### src/rtl/pcm_dma_pkg.sv
package pcm_dma_pkg;
  typedef enum logic [1:0] {ST_IDLE, ST_FETCH, ST_LOAD, ST_EMIT} playState_e;

  typedef struct packed {
    logic fetch;
    logic load;
    logic step;
    logic wordDone;
  } playStrobe_t;

  localparam int BIT_WIDE = 0;
  localparam int BIT_RUN  = 7;
  localparam int BIT_FAST = 9;
  localparam int BIT_MONO = 14;
  localparam int DIV_LSB  = 8;

  localparam logic [7:0] OFS_MODE   = 8'h00;
  localparam logic [7:0] OFS_DIV    = 8'h18;
  localparam logic [7:0] OFS_FLAG   = 8'h20;
  localparam logic [7:0] OFS_MASK   = 8'h24;
  localparam logic [7:0] OFS_BASELO = 8'h28;
  localparam logic [7:0] OFS_THR    = 8'h2C;
  localparam logic [7:0] OFS_POS    = 8'h38;
  localparam logic [7:0] OFS_BASEHI = 8'h40;
endpackage

### src/rtl/pcm_dma_regs.sv
module pcm_dma_regs
  import pcm_dma_pkg::*;
#(
  parameter int THR_W = 16,
  parameter int DIV_W = 8,
  localparam int POS_W = THR_W + 3,
  localparam int BCLK_W = DIV_W + 7
) (
  input  logic              clk,
  input  logic              rstN,
  input  logic              regWr,
  input  logic [7:0]        regAddr,
  input  logic [31:0]       regWdata,
  output logic [31:0]       regRdata,
  input  logic              halfEvt,
  input  logic              fullEvt,
  input  logic [POS_W-1:0]  posBytes,
  output logic              playEn,
  output logic              wideSamp,
  output logic              monoSamp,
  output logic              enStart,
  output logic [31:0]       baseAddr,
  output logic [POS_W-1:0]  bufBytes,
  output logic [POS_W-1:0]  blkBytes,
  output logic              irq,
  output logic              bclkRefSel,
  output logic [BCLK_W-1:0] bclkDivisor
);
  logic [31:0] modeQ, divQ, baseQ;
  logic [THR_W-1:0] thrQ;
  logic [1:0] flagQ, maskQ, clrBits;
  logic [THR_W:0] thrPlus;

  assign enStart = regWr && regAddr == OFS_MODE && regWdata[BIT_RUN] && !modeQ[BIT_RUN];
  assign clrBits = (regWr && regAddr == OFS_FLAG) ? regWdata[7:6] : 2'b00;

  always_ff @(posedge clk) begin
    if (!rstN) begin
      modeQ <= '0;
      divQ  <= '0;
      baseQ <= '0;
      thrQ  <= '0;
      flagQ <= '0;
      maskQ <= '0;
    end else begin
      if (enStart) flagQ <= '0;
      else         flagQ <= (flagQ & ~clrBits) | {fullEvt, halfEvt};
      if (regWr) begin
        case (regAddr)
          OFS_MODE:   modeQ <= regWdata;
          OFS_DIV:    divQ <= regWdata;
          OFS_MASK:   maskQ <= regWdata[7:6];
          OFS_BASELO: baseQ[15:0] <= regWdata[15:0];
          OFS_BASEHI: baseQ[31:16] <= regWdata[15:0];
          OFS_THR:    thrQ <= regWdata[THR_W-1:0];
          default: ;
        endcase
      end
    end
  end

  assign thrPlus     = {1'b0, thrQ} + 1'b1;
  assign bufBytes    = {thrPlus, 2'b00};
  assign blkBytes    = {1'b0, thrPlus, 1'b0};
  assign playEn      = modeQ[BIT_RUN];
  assign wideSamp    = modeQ[BIT_WIDE];
  assign monoSamp    = modeQ[BIT_MONO];
  assign baseAddr    = baseQ;
  assign irq         = |(flagQ & maskQ);
  assign bclkRefSel  = modeQ[BIT_FAST];
  assign bclkDivisor = {({1'b0, divQ[DIV_LSB +: DIV_W]} + 1'b1), 6'b000000};

  always_comb begin
    case (regAddr)
      OFS_MODE: regRdata = modeQ;
      OFS_DIV:  regRdata = divQ;
      OFS_FLAG: regRdata = {24'd0, flagQ, 6'd0};
      OFS_MASK: regRdata = {24'd0, maskQ, 6'd0};
      OFS_POS:  regRdata = 32'(posBytes >> 2);
      default:  regRdata = '0;
    endcase
  end
endmodule

### src/rtl/pcm_dma_ctrl.sv
module pcm_dma_ctrl
  import pcm_dma_pkg::*;
(
  input  logic        clk,
  input  logic        rstN,
  input  logic        playEn,
  input  logic        sampleReady,
  input  logic        frameLast,
  output playStrobe_t stb,
  output logic        memReq,
  output logic        sampleValid
);
  playState_e stateQ, stateD;

  always_ff @(posedge clk) begin
    if (!rstN) stateQ <= ST_IDLE;
    else       stateQ <= stateD;
  end

  always_comb begin
    stateD = stateQ;
    stb = '0;
    sampleValid = 1'b0;
    case (stateQ)
      ST_IDLE:  if (playEn) stateD = ST_FETCH;
      ST_FETCH: begin
        stb.fetch = playEn;
        stateD = ST_LOAD;
      end
      ST_LOAD: begin
        stb.load = playEn;
        stateD = ST_EMIT;
      end
      ST_EMIT: begin
        sampleValid = playEn;
        if (sampleReady && playEn) begin
          stb.step = 1'b1;
          if (frameLast) begin
            stb.wordDone = 1'b1;
            stateD = ST_FETCH;
          end
        end
      end
      default: stateD = ST_IDLE;
    endcase
    if (!playEn) stateD = ST_IDLE;
  end

  assign memReq = stb.fetch;
endmodule

### src/rtl/pcm_dma_datapath.sv
module pcm_dma_datapath
  import pcm_dma_pkg::*;
#(
  parameter int THR_W = 16,
  localparam int POS_W = THR_W + 3
) (
  input  logic             clk,
  input  logic             rstN,
  input  playStrobe_t      stb,
  input  logic             enStart,
  input  logic             wideSamp,
  input  logic             monoSamp,
  input  logic [31:0]      baseAddr,
  input  logic [POS_W-1:0] bufBytes,
  input  logic [POS_W-1:0] blkBytes,
  input  logic [31:0]      memRdata,
  output logic [31:0]      memAddr,
  output logic [15:0]      sampleLeft,
  output logic [15:0]      sampleRight,
  output logic             frameLast,
  output logic             halfEvt,
  output logic             fullEvt,
  output logic [POS_W-1:0] posBytes
);
  logic [31:0] wordQ;
  logic [1:0] subQ, lastIdx;
  logic [POS_W-1:0] rdQ, posQ, nextRd;
  logic [15:0] half16;
  logic [7:0] monoByte, leftByte, rightByte;

  assign nextRd  = rdQ + POS_W'(4);
  assign fullEvt = stb.wordDone && nextRd >= bufBytes;
  assign halfEvt = stb.wordDone && !fullEvt && rdQ < blkBytes && nextRd >= blkBytes;

  always_ff @(posedge clk) begin
    if (!rstN) begin
      wordQ <= '0;
      subQ  <= '0;
      rdQ   <= '0;
      posQ  <= '0;
    end else if (enStart) begin
      subQ <= '0;
      rdQ  <= '0;
      posQ <= '0;
    end else begin
      if (stb.load) begin
        wordQ <= memRdata;
        subQ  <= '0;
      end else if (stb.step) begin
        subQ <= subQ + 2'd1;
      end
      if (stb.wordDone) begin
        if (fullEvt) begin
          rdQ  <= '0;
          posQ <= '0;
        end else begin
          rdQ <= nextRd;
          if (halfEvt) posQ <= blkBytes;
        end
      end
    end
  end

  always_comb begin
    case ({wideSamp, monoSamp})
      2'b10:   lastIdx = 2'd0;
      2'b11:   lastIdx = 2'd1;
      2'b00:   lastIdx = 2'd1;
      default: lastIdx = 2'd3;
    endcase
  end
  assign frameLast = subQ == lastIdx;

  assign half16    = subQ[0] ? wordQ[31:16] : wordQ[15:0];
  assign monoByte  = wordQ[{subQ, 3'b000} +: 8];
  assign leftByte  = wordQ[{subQ[0], 4'b0000} +: 8];
  assign rightByte = wordQ[{subQ[0], 4'b1000} +: 8];

  always_comb begin
    case ({wideSamp, monoSamp})
      2'b10: begin sampleLeft = wordQ[15:0];       sampleRight = wordQ[31:16]; end
      2'b11: begin sampleLeft = half16;            sampleRight = half16; end
      2'b00: begin sampleLeft = {leftByte, 8'h00}; sampleRight = {rightByte, 8'h00}; end
      default: begin sampleLeft = {monoByte, 8'h00}; sampleRight = {monoByte, 8'h00}; end
    endcase
  end

  assign memAddr  = baseAddr + 32'(rdQ);
  assign posBytes = posQ;
endmodule

### src/rtl/pcm_dma_player.sv
module pcm_dma_player
  import pcm_dma_pkg::*;
#(
  parameter int THR_W = 16,
  parameter int DIV_W = 8,
  localparam int POS_W = THR_W + 3,
  localparam int BCLK_W = DIV_W + 7
) (
  input  logic              clk,
  input  logic              rstN,
  input  logic              regWr,
  input  logic [7:0]        regAddr,
  input  logic [31:0]       regWdata,
  output logic [31:0]       regRdata,
  output logic              memReq,
  output logic [31:0]       memAddr,
  input  logic [31:0]       memRdata,
  output logic              sampleValid,
  input  logic              sampleReady,
  output logic [15:0]       sampleLeft,
  output logic [15:0]       sampleRight,
  output logic              irq,
  output logic              bclkRefSel,
  output logic [BCLK_W-1:0] bclkDivisor
);
  playStrobe_t stb;
  logic playEn, wideSamp, monoSamp, enStart, halfEvt, fullEvt, frameLast;
  logic [31:0] baseAddr;
  logic [POS_W-1:0] bufBytes, blkBytes, posBytes;

  pcm_dma_regs #(.THR_W(THR_W), .DIV_W(DIV_W)) uRegs (
    .clk(clk), .rstN(rstN), .regWr(regWr), .regAddr(regAddr), .regWdata(regWdata),
    .regRdata(regRdata), .halfEvt(halfEvt), .fullEvt(fullEvt), .posBytes(posBytes),
    .playEn(playEn), .wideSamp(wideSamp), .monoSamp(monoSamp), .enStart(enStart),
    .baseAddr(baseAddr), .bufBytes(bufBytes), .blkBytes(blkBytes), .irq(irq),
    .bclkRefSel(bclkRefSel), .bclkDivisor(bclkDivisor)
  );

  pcm_dma_ctrl uCtrl (
    .clk(clk), .rstN(rstN), .playEn(playEn), .sampleReady(sampleReady),
    .frameLast(frameLast), .stb(stb), .memReq(memReq), .sampleValid(sampleValid)
  );

  pcm_dma_datapath #(.THR_W(THR_W)) uPath (
    .clk(clk), .rstN(rstN), .stb(stb), .enStart(enStart), .wideSamp(wideSamp),
    .monoSamp(monoSamp), .baseAddr(baseAddr), .bufBytes(bufBytes), .blkBytes(blkBytes),
    .memRdata(memRdata), .memAddr(memAddr), .sampleLeft(sampleLeft),
    .sampleRight(sampleRight), .frameLast(frameLast), .halfEvt(halfEvt),
    .fullEvt(fullEvt), .posBytes(posBytes)
  );
endmodule

### config.mk
export PLATFORM = sky130hd
export DESIGN_NAME = pcm_dma_player
export DESIGN_NICKNAME = d
export VERILOG_FILES = /design/src/rtl/pcm_dma_pkg.sv /design/src/rtl/pcm_dma_regs.sv /design/src/rtl/pcm_dma_ctrl.sv /design/src/rtl/pcm_dma_datapath.sv /design/src/rtl/pcm_dma_player.sv
export SDC_FILE = /design/constraint.sdc
export NUM_CORES = 1
export LEC_CHECK = 0
export ABC_AREA = 0
export ABC_CLOCK_PERIOD_IN_PS = 4400
export BUFFER_PORTS_ARGS = -buffer_cell sky130_fd_sc_hd__buf_2
export CORE_ASPECT_RATIO = 2
export CORE_MARGIN = 2
export CORE_UTILIZATION = 55
export DETAILED_ROUTE_END_ITERATION = 6
export PLACE_DENSITY = 0.82
export SLEW_MARGIN = 20
export SYNTH_ARGS = -nofsm -noshare
export SYNTH_HDL_FRONTEND = slang
export SYNTH_SLANG_ARGS = --single-unit
### constraint.sdc
create_clock -name clk -period 4.4 [get_ports clk]
set_clock_uncertainty 0.2 [all_clocks]
set_input_delay 0.22 -clock clk [delete_from_list [all_inputs] [get_ports clk]]
set_output_delay 0.22 -clock clk [all_outputs]
set_load 0.005 [all_outputs]
==> impl_metrics.ini <==
[outcome]
outcome = finished, final reports clean

[die]
die_h_um = 206
start_util_pct = 55.5
rows = 74
dieWidth_um = 105
core_um2 = 20300
fp.dieArea_um2 = 21700
io_pins = 191

[timing]
relSlewSlack_pct = 24.7
final.setup.tns_ns = 0
rsz0062_at_grt = false
finalHoldViolCount = 0
setup_viol = 0
fmax_ghz = 0.242
finalCriticalPeriod_ns = 4.13
drv_slew = 0
worst-slew-pin-transition_ns = 1.13
timing.final.crit_share_pct = 93.8

[run]
maxCapViolations = 0

[worst_setup_path]
crit_chain = nand4_1 -> nor2_1 -> nand3_1 -> nor2_1 -> nand3_1 -> xnor2_1 -> ha_1 -> a21o_1 -> a211o_1 -> o21ai_0 -> a21oi_2 -> nor3_4 -> nor4b_4 -> buf_6 -> mux2i_1
critPathKind = reg2reg
start_kind = flip-flop
end_kind = flip-flop
rr_startpoint = uPath.rdQ[2]
crit_buf_inv = 1
worstPathRequired_ns = 4.57
crit_family = simple AND/OR/NAND/NOR gates
cp_max_fo = 17
r2r_cells = 15
cp_slowest_cell = dfxtp_1
cp_slowest_stage_delay_ns = 0.47
arrival_ns = 4.30
r2r-end = uPath.posBytes[10]
reg2reg_slack_ns = 0.27

[route]
drt_iter0_drc = 760
drc = 0
wl_met2_um = 18000
ant_nets = 0
top_layer = met4
wl_um = 34000
route.met3.wl_um = 1480
routedWlPerCell_um = 18.4
viasPerCell = 5.80
via_count = 10700
first_pass_iters = 5
wl_met1_um = 12000

[yosys]
syn_avg_cell_area_um2 = 8.41
ys_types = 71
syn_area_um2 = 11300
synthFlopType = dfxtp_1
ys_async_sr_fraction_pct = 0
ys_seq_elements = 185
yosys_warnings = 0
syn_inst = 1338
synth_edf_count = 0
ys_seq_area_share_pct = 32.9

[clock_network]
htree_levels = 4
cts_tree = built
clk_pin_slew_worst_paths_ns = 0.07
root_buffer = clkbuf_16
numClockSinks = 185
insertion_delay_ns = 0.44
cts_buffer_depth = 2
cts_buffers = 17

[placed_design]
place_inst = 1736
portBuffers = 184
dp_hpwl_um = 24700
routabilityCongestion = 0.978

[layout]
ff_latch_area_um2 = 3700
area_growth_pct = 21.8
diodes = 0
fillers = 1624
nets = 1711
drive_gt1_share_pct = 18.1
layoutNonFillerInstCount = 1847
multi_input_area_um2 = 7090

[grt]
grt_pass1_wl_um = 53700
gr-total-overflow = 0
grt_max_degree = 134
antenna_found_initial = 0
grt_pass1_vias = 10600
grt_use_total_pct = 31.2

[worst_hold_path]
hold_start = regWr
whs_endpoint = uRegs.flagQ[1]
holdPathStages = 4
hp-class = in2reg

[power_and_ir_drop]
vdd_drop_max_mv = 0.249
power_density_nw_per_um2 = 246
power.leakage_nw = 5.55
area by class of cell:
| class | count | share of cell area, % |
|---|---|---|
| multi-input cells | 1057 | 51.8 |
| flip-flops and latches | 185 | 27.0 |
| repair buffers | 290 | 14.2 |
| clock buffers | 20 | 3.33 |
| well taps | 266 | 2.43 |
| clock inverters | 11 | 0.812 |
| inverters | 18 | 0.493 |
cells in the mapped netlist (all sizes together) (18+ instances only):
library cell	instances	area [um2]
xnor2	37	332
nand3	46	255
a21boi	112	841
dfxtp	185	3700
inv	18	67.6
o21ai	36	180
a22o	20	176
nor2b	42	263
buf	20	153
xor2	25	226
nor2	53	199
mux2i	91	911
clkbuf	63	268
nor3	22	148
nand2	310	1160
a21oi	36	184
ha	66	826
metal layers:
metal	vias to the layer above	track usage (%)
li1	5104	-
met1	5020	31.3
met2	448	58.8
met3	146	3.66
met4	0	22.1
met5	-	0
kinds of logic (layout without fill, tap and decap cells):
group,count (synthesis),count (layout),synth area share [%]
AO/OA/AOI/OAI,277,277,17.5
multiplexers,99,99,9.70
other,1,6,0.0333
adder cells (fa/ha/maj),67,67,7.43
AND/OR/NAND/NOR,546,546,23.2
XOR/XNOR,62,62,4.96
buffers and inverters,101,339,4.34
flip-flops,185,185,32.9
worst min-delay path: stages:
cell and delay (ns):
buf_2 0.22, nand3_1 0.11, nand2_1 0.07, a21oi_1 0.06
flip-flops by register name, indices dropped and copies added, names as in the netlist:
register        flops
uCtrl.stateQ        2
uPath.wordQ        32
uRegs.flagQ         2
uRegs.baseAddr     32
uRegs.thrQ         16
uRegs.modeQ        32
uRegs.maskQ         2
uPath.subQ          2
uPath.posBytes     16
uRegs.divQ         32
uPath.rdQ          17
stage by stage:
step / setup slack, ns / hold slack (ns) / area (um2) / util (%) / power (mW)
after floorplan: 0.531 / 0.165 / 11300 / - / 1.78
after detailed placement: 0.300 / 0.260 / 12300 / 60.7 / 1.85
after CTS: 0.284 / 0.0740 / 13700 / 67.4 / 3.37
after global routing: 0.00554 / 0.119 / 13700 / 67.6 / 3.45
after global placement: 0.498 / 0.252 / 12300 / 60.7 / 1.85
final: 0.272 / 0.0911 / 13700 / 67.6 / 3.37
placed cells by master (no fill, tap or decap), drive strengths merged, types with 15 or more instances in the layout:
master / synthesis / routed
a21boi: 112 / 112
a21oi: 36 / 36
a22o: 20 / 20
buf: 20 / 211
clkbuf: 63 / 20
dfxtp: 185 / 185
dlygate4sd3: 0 / 79
ha: 66 / 66
inv: 18 / 23
mux2i: 91 / 91
nand2: 310 / 310
nand3: 46 / 46
nand4: 15 / 15
nor2: 53 / 53
nor2b: 42 / 42
nor3: 22 / 22
o21ai: 36 / 36
xnor2: 37 / 37
xor2: 25 / 25
repair_timing:
action	in CTS	in global routing
setup endpoints to repair	0	16
setup buffers	0	0
hold buffers	79	0
gates resized for setup	0	1
hold endpoints to repair	120	0
power breakdown:
| part | switching, mW | internal (mW) |
|---|---|---|
| registers | 0.00111 | 1.67 |
| clock network | 0.694 | 0.818 |
| logic | 0.0906 | 0.0924 |
| total | 0.786 | 2.58 |
worst max path at each step:
stage,startpoint,endpoint,slack (ns),cells after the start
floorplan,uPath.rdQ[4],uPath.posBytes[10],0.53,16
global placement,uPath.rdQ[2],uPath.posBytes[7],0.50,15
detailed placement,uPath.rdQ[2],uPath.posBytes[7],0.30,14
CTS,uPath.rdQ[2],uPath.posBytes[10],0.28,15
global route,uPath.rdQ[2],uPath.posBytes[14],0.006,15
finish,uPath.rdQ[2],uPath.posBytes[10],0.27,15
(Power assumes the default switching activity.)
